### src/rtl/lap_ring_pkg.sv
package lap_ring_pkg;

  typedef enum logic {
    ST_IDLE  = 1'b0,
    ST_WRITE = 1'b1
  } prodStateT;

  // strobes from control into datapath
  typedef struct packed {
    logic loadDesc;   // capture offered descriptor, start new entry
    logic writeWord;  // present current word on the memory port
    logic commit;     // last word written: advance head
  } ringStrobeT;

endpackage

### src/rtl/lap_ring_ctrl.sv
module lap_ring_ctrl
  import lap_ring_pkg::*;
(
  input  logic       clk,
  input  logic       rstN,
  input  logic       descValid,
  input  logic       ringFull,
  input  logic       lastWord,
  output logic       descReady,
  output ringStrobeT strobe,
  output logic       entryIrq
);

  prodStateT state, stateNext;

  always_comb begin
    strobe    = '0;
    descReady = 1'b0;
    stateNext = state;
    case (state)
      ST_IDLE: begin
        descReady = !ringFull;
        if (descValid && !ringFull) begin
          strobe.loadDesc = 1'b1;
          stateNext       = ST_WRITE;
        end
      end
      ST_WRITE: begin
        strobe.writeWord = 1'b1;
        if (lastWord) begin
          strobe.commit = 1'b1;
          stateNext     = ST_IDLE;
        end
      end
      default: stateNext = ST_IDLE;
    endcase
  end

  always_ff @(posedge clk or negedge rstN) begin
    if (!rstN) begin
      state    <= ST_IDLE;
      entryIrq <= 1'b0;
    end else begin
      state    <= stateNext;
      entryIrq <= strobe.commit;
    end
  end

endmodule

### src/rtl/lap_ring_datapath.sv
module lap_ring_datapath
  import lap_ring_pkg::*;
#(
  parameter int WORD_W     = 32,
  parameter int DESC_WORDS = 8,
  parameter int ADDR_W     = 32,
  parameter int PTR_W      = 8,
  parameter int MIN_LOG2   = 3,
  parameter int LAP_W      = 4,
  parameter int ID_W       = 8,
  parameter int SZ_W       = $clog2(PTR_W + 1)
) (
  input  logic                         clk,
  input  logic                         rstN,
  input  ringStrobeT                   strobe,
  input  logic [DESC_WORDS*WORD_W-1:0] descData,
  input  logic [ID_W-1:0]              ringId,
  input  logic [ADDR_W-1:0]            ringBase,
  input  logic [SZ_W-1:0]              ringSizeLog2,
  input  logic [PTR_W-1:0]             tailPtr,
  output logic                         ringFull,
  output logic                         lastWord,
  output logic                         memWrEn,
  output logic [ADDR_W-1:0]            memWrAddr,
  output logic [WORD_W-1:0]            memWrData,
  output logic [PTR_W-1:0]             headPtr
);

  localparam int WIDX_W      = $clog2(DESC_WORDS);
  localparam int BYTE_SHIFT  = $clog2(WORD_W / 8);
  localparam int ENTRY_SHIFT = WIDX_W + BYTE_SHIFT;
  localparam int LAP_HI      = WORD_W - 1;
  localparam int ID_HI       = WORD_W - 1 - LAP_W;

  logic [WORD_W-1:0] descReg [DESC_WORDS];
  logic [WIDX_W-1:0] wordIdx;
  logic [PTR_W-1:0]  head;
  logic [LAP_W-1:0]  lapCnt;
  logic [SZ_W-1:0]   effLog2;
  logic [PTR_W-1:0]  sizeMask;
  logic [PTR_W-1:0]  headNext;
  logic [WORD_W-1:0] curWord;

  // descriptor hold register, one lane per word
  for (genvar g = 0; g < DESC_WORDS; g++) begin : g_lane
    always_ff @(posedge clk) begin
      if (strobe.loadDesc) descReg[g] <= descData[g*WORD_W +: WORD_W];
    end
  end

  // ring geometry
  always_comb begin
    if (ringSizeLog2 < SZ_W'(MIN_LOG2))   effLog2 = SZ_W'(MIN_LOG2);
    else if (ringSizeLog2 > SZ_W'(PTR_W)) effLog2 = SZ_W'(PTR_W);
    else                                  effLog2 = ringSizeLog2;
    sizeMask = ~({PTR_W{1'b1}} << effLog2);
    headNext = (head + PTR_W'(1)) & sizeMask;
    ringFull = (headNext == (tailPtr & sizeMask));
  end

  assign lastWord = (wordIdx == WIDX_W'(DESC_WORDS - 1));

  always_ff @(posedge clk or negedge rstN) begin
    if (!rstN) begin
      wordIdx <= '0;
      head    <= '0;
      lapCnt  <= '0;
    end else begin
      if (strobe.loadDesc) begin
        wordIdx <= '0;
        if (head == '0) lapCnt <= lapCnt + LAP_W'(1);
      end else if (strobe.writeWord && !lastWord) begin
        wordIdx <= wordIdx + WIDX_W'(1);
      end
      if (strobe.commit) head <= headNext;
    end
  end

  // stamping of the final word
  always_comb begin
    curWord = descReg[wordIdx];
    if (lastWord) begin
      curWord[LAP_HI -: LAP_W] = lapCnt;
      curWord[ID_HI -: ID_W]   = ringId;
    end
  end

  assign memWrEn   = strobe.writeWord;
  assign memWrData = curWord;
  assign memWrAddr = ringBase
                   + ADDR_W'({head, {ENTRY_SHIFT{1'b0}}})
                   + ADDR_W'({wordIdx, {BYTE_SHIFT{1'b0}}});
  assign headPtr   = head;

endmodule

### src/rtl/lap_ring_producer.sv
module lap_ring_producer
  import lap_ring_pkg::*;
#(
  parameter int WORD_W     = 32,
  parameter int DESC_WORDS = 8,
  parameter int ADDR_W     = 32,
  parameter int PTR_W      = 8,
  parameter int MIN_LOG2   = 3,
  parameter int LAP_W      = 4,
  parameter int ID_W       = 8,
  parameter int SZ_W       = $clog2(PTR_W + 1)
) (
  input  logic                         clk,
  input  logic                         rstN,
  input  logic                         descValid,
  input  logic [DESC_WORDS*WORD_W-1:0] descData,
  output logic                         descReady,
  input  logic [ID_W-1:0]              ringId,
  input  logic [ADDR_W-1:0]            ringBase,
  input  logic [SZ_W-1:0]              ringSizeLog2,
  input  logic [PTR_W-1:0]             tailPtr,
  output logic                         memWrEn,
  output logic [ADDR_W-1:0]            memWrAddr,
  output logic [WORD_W-1:0]            memWrData,
  output logic [PTR_W-1:0]             headPtr,
  output logic                         entryIrq
);

  ringStrobeT strobe;
  logic       ringFull;
  logic       lastWord;

  lap_ring_ctrl u_ctrl (
    .clk      (clk),
    .rstN     (rstN),
    .descValid(descValid),
    .ringFull (ringFull),
    .lastWord (lastWord),
    .descReady(descReady),
    .strobe   (strobe),
    .entryIrq (entryIrq)
  );

  lap_ring_datapath #(
    .WORD_W    (WORD_W),
    .DESC_WORDS(DESC_WORDS),
    .ADDR_W    (ADDR_W),
    .PTR_W     (PTR_W),
    .MIN_LOG2  (MIN_LOG2),
    .LAP_W     (LAP_W),
    .ID_W      (ID_W),
    .SZ_W      (SZ_W)
  ) u_dp (
    .clk         (clk),
    .rstN        (rstN),
    .strobe      (strobe),
    .descData    (descData),
    .ringId      (ringId),
    .ringBase    (ringBase),
    .ringSizeLog2(ringSizeLog2),
    .tailPtr     (tailPtr),
    .ringFull    (ringFull),
    .lastWord    (lastWord),
    .memWrEn     (memWrEn),
    .memWrAddr   (memWrAddr),
    .memWrData   (memWrData),
    .headPtr     (headPtr)
  );

endmodule

### config.mk
export PLATFORM = sky130hd
export DESIGN_NAME = lap_ring_producer
export DESIGN_NICKNAME = d
export VERILOG_FILES = /design/src/rtl/lap_ring_pkg.sv /design/src/rtl/lap_ring_ctrl.sv /design/src/rtl/lap_ring_datapath.sv /design/src/rtl/lap_ring_producer.sv
export SDC_FILE = /design/constraint.sdc
export NUM_CORES = 1
export LEC_CHECK = 0
export ABC_AREA = 1
export BUFFER_PORTS_ARGS = -buffer_cell sky130_fd_sc_hd__buf_2
export CAP_MARGIN = 30
export CORE_MARGIN = 2
export CORE_UTILIZATION = 42
export CTS_BUF_LIST = sky130_fd_sc_hd__clkbuf_4 sky130_fd_sc_hd__clkbuf_8 sky130_fd_sc_hd__clkbuf_16
export DETAILED_ROUTE_END_ITERATION = 8
export PLACE_DENSITY = 0.73
export SYNTH_ARGS = -nofsm -noshare
export SYNTH_HDL_FRONTEND = slang
export SYNTH_HIERARCHICAL = 1
export SYNTH_SLANG_ARGS = --single-unit
### constraint.sdc
create_clock -name clk -period 7.5 [get_ports clk]
set_input_delay 0.375 -clock clk [delete_from_list [all_inputs] [get_ports clk]]
set_output_delay 0.375 -clock clk [all_outputs]
set_load 0.1 [all_outputs]
==> results.yml <==
global_routing:
  grt_pass1_wl_mm: 60.3
  antenna_found_initial: 4
  grt_overflow: 0
  grt_pass1_vias: 11400
  grt_max_degree: 152
  grtUsageTotal_pct: 25.3
synth:
  ys_top_cells_by_area: "edfxtp_1, nand2_1, nor2_1"
  syn_nets: 1485
  synth_top_area_share_pct: 62.3
  ys_ff_latch: 273
  ys_types: 35
  synth_flop_cell: "edfxtp_1"
  synth.most_common_cell: "edfxtp_1"
  synth_warnings: 6
  avgSynthCellArea_um2: 10.7
  ys_seq_area_share_pct: 65.7
  syn-cell-area_um2: 12300
  async_flop_share_pct: 6.23
  synth_top_area_cell: "edfxtp_1"
  synthCells: 1157
  synth_common_cells: "edfxtp_1, nand2_1, nor2_1"
  synth_edf_count: 256
placed_design:
  port_buffers: 381
  dp_hpwl_mm: 24.3
  dp_cells: 1874
  place_congestion: 0.916
  place_area_um2: 14600
floorplan:
  dieArea_um2: 30800
  core_area_um2: 28900
  rows: 62
  die_y_um: 175
  io_pins: 386
  start_util_pct: 42.8
  die_x_um: 175
timing:
  finalHoldViolCount: 0
  rsz0062_at_grt: "no"
  finClkSkew_ps: 57.5
  finalMaxSlewViolations: 0
  maxSlewHeadroom_pct: 36.8
  post-route-period-util_pct: 63.5
  worstMarginPinSlew_ps: 947
  tns_ps: 0
  setup_viol: 0
  clock.fmax_mhz: 210
  finalCriticalPeriod_ps: 4760
route:
  vias_per_cell: 5.25
  routedWlPerCell_um: 18.9
  routed_wl_mm: 40.6
  drt_first_pass_iters: 5
  drc: 0
  antenna_left: 0
  drtIter0Drc: 1051
  dr_total_vias: 11300
power:
  finalPower_mw: 7.64
  irDropWorstVdd_mv: 0.322
  leakage_nw: 7.37
  power_density_nw_per_um2: 431
cts:
  ctsResizeCount: 0
  cts-hold-fix-buffers: 202
  cts-htree-levels: 1
  clk_path_buf_depth: 3
  cts_tree: "built"
  cts.sinks: 273
  clock_latency_ps: 590
  postCtsSetupRepairBufs: 0
  cts-root-buf: "clkbuf_16"
  cts_buffers: 30
  cts.clk_slew.worst_paths_ps: 60
finish:
  stdcell_area_um2: 17700
  nets: 2064
  layoutNonFillerInstCount: 2148
  final_util_pct: 61.4
  layout-drive-gt1-share_pct: 25.7
  syn_to_final_growth_pct: 43.6
worst_setup_path:
  cp_data_arrival_time_ps: 4390
  critical_path_class: "flop to output port"
  setup.worst_path.end_class: "output port"
  cpLargestDelayFamily: "buffers and inverters"
  crit_fanout: 88
  worst-path-buf-inv: 4
  cp_slowest_cell: "buf_4"
  worstPathCellList: "buf_4 > inv_4 > buf_4 > o21ai_0 > o221ai_1 > nand3_1 > nand2_1 > buf_2"
  cp-start-kind: "flop"
  cp.required_ps: 7120
  critPathMaxStageDelay_ps: 770
  crit_path_frequent_cell: "buf_4"
outcome:
  status: "finished, final reports clean"
run:
  drv_cap: 0
worst_hold_path:
  hold_class: "input port to flop"
==> registers in the layout, indices dropped and copies added (netlist names) <==
signal	count
u_ctrl/state	1
u_dp/wordIdx	3
u_dp/descReg	256
u_dp/lapCnt	4
u_dp/headPtr	8
u_ctrl/entryIrq	1
==> per-layer routing <==
layer | global-route usage [%] | vias to the layer above | share of wire [%]
met2 | 44.5 | 725 | 50
met4 | 9.95 | 0 | 4.1
met5 | 0 | - | 0
li1 | - | 5225 | -
met1 | 30.6 | 5215 | 37
met3 | 4.98 | 114 | 9.5
==> cells in the final DEF, fill, tap and decap left out, types with 12 or more instances in the layout <==
| cell | n |
|---|---|
| ha_1 | 16 |
| nand3_1 | 55 |
| clkbuf_16 | 31 |
| o21ai_0 | 134 |
| inv_1 | 60 |
| buf_2 | 381 |
| o211ai_1 | 13 |
| nand2_1 | 228 |
| nor2_1 | 187 |
| dfrtp_1 | 14 |
| dlygate4sd3_1 | 214 |
| xor2_1 | 17 |
| edfxtp_1 | 256 |
| o221ai_1 | 12 |
| o22ai_1 | 42 |
==> metrics by stage <==
| step | setup slack, ps | hold slack (ps) |
|---|---|---|
| 2_1_floorplan | 290 | 79.4 |
| 3_3_place_gp | 3630 | 324 |
| 3_5_place_dp | 3580 | 328 |
| 4_1_cts | 3000 | 0.146 |
| 5_1_grt | 2540 | 0.700 |
| 6_report | 2740 | 17.5 |
==> layout make-up <==
| type | count | area (um2) |
|---|---|---|
| clock inverters | 20 | 209 |
| multi-input cells | 763 | 3690 |
| clock buffers | 36 | 813 |
| diodes | 4 | 10.0 |
| repair buffers | 603 | 4150 |
| fillers | 2248 | 11100 |
| flip-flops and latches | 273 | 8120 |
| well taps | 384 | 480 |
| inverters | 65 | 250 |
==> final timing paths <==
check,startpoint,slack [ps],to,cells after the start
worst max-delay path,u_dp/wordIdx[0]$_DFFE_PN0P_,2740,memWrData[22],8
worst min-delay path,descData[156],20,u_dp/descReg[4][28]$_DFFE_PP_,1
worst max register to register,u_dp/headPtr[0]$_DFFE_PN0P_,4130,u_dp/descReg[2][11]$_DFFE_PP_,13
worst min register to register,u_dp/lapCnt[3]$_DFFE_PN0P_,500,u_dp/lapCnt[3]$_DFFE_PN0P_,2
max in group asynchronous,rstN,6880,u_dp/wordIdx[0]$_DFFE_PN0P_,2
min in group asynchronous,rstN,260,u_dp/lapCnt[1]$_DFFE_PN0P_,2
==> logic make-up after synthesis <==
kind of cell,synth area share (%)
AO/OA/AOI/OAI,10.1
buffers and inverters,4.40
adder cells (fa/ha/maj),1.78
AND/OR/NAND/NOR,16.7
flip-flops,65.7
XOR/XNOR,1.28
==> report_power, final <==
part           total [mW]  internal, mW  switching [mW]
sequential           2.18          1.98           0.198
combinational        3.96         0.775            3.18
clock                1.50         0.882           0.623
Note: power is estimated with default switching activity, not from simulation.
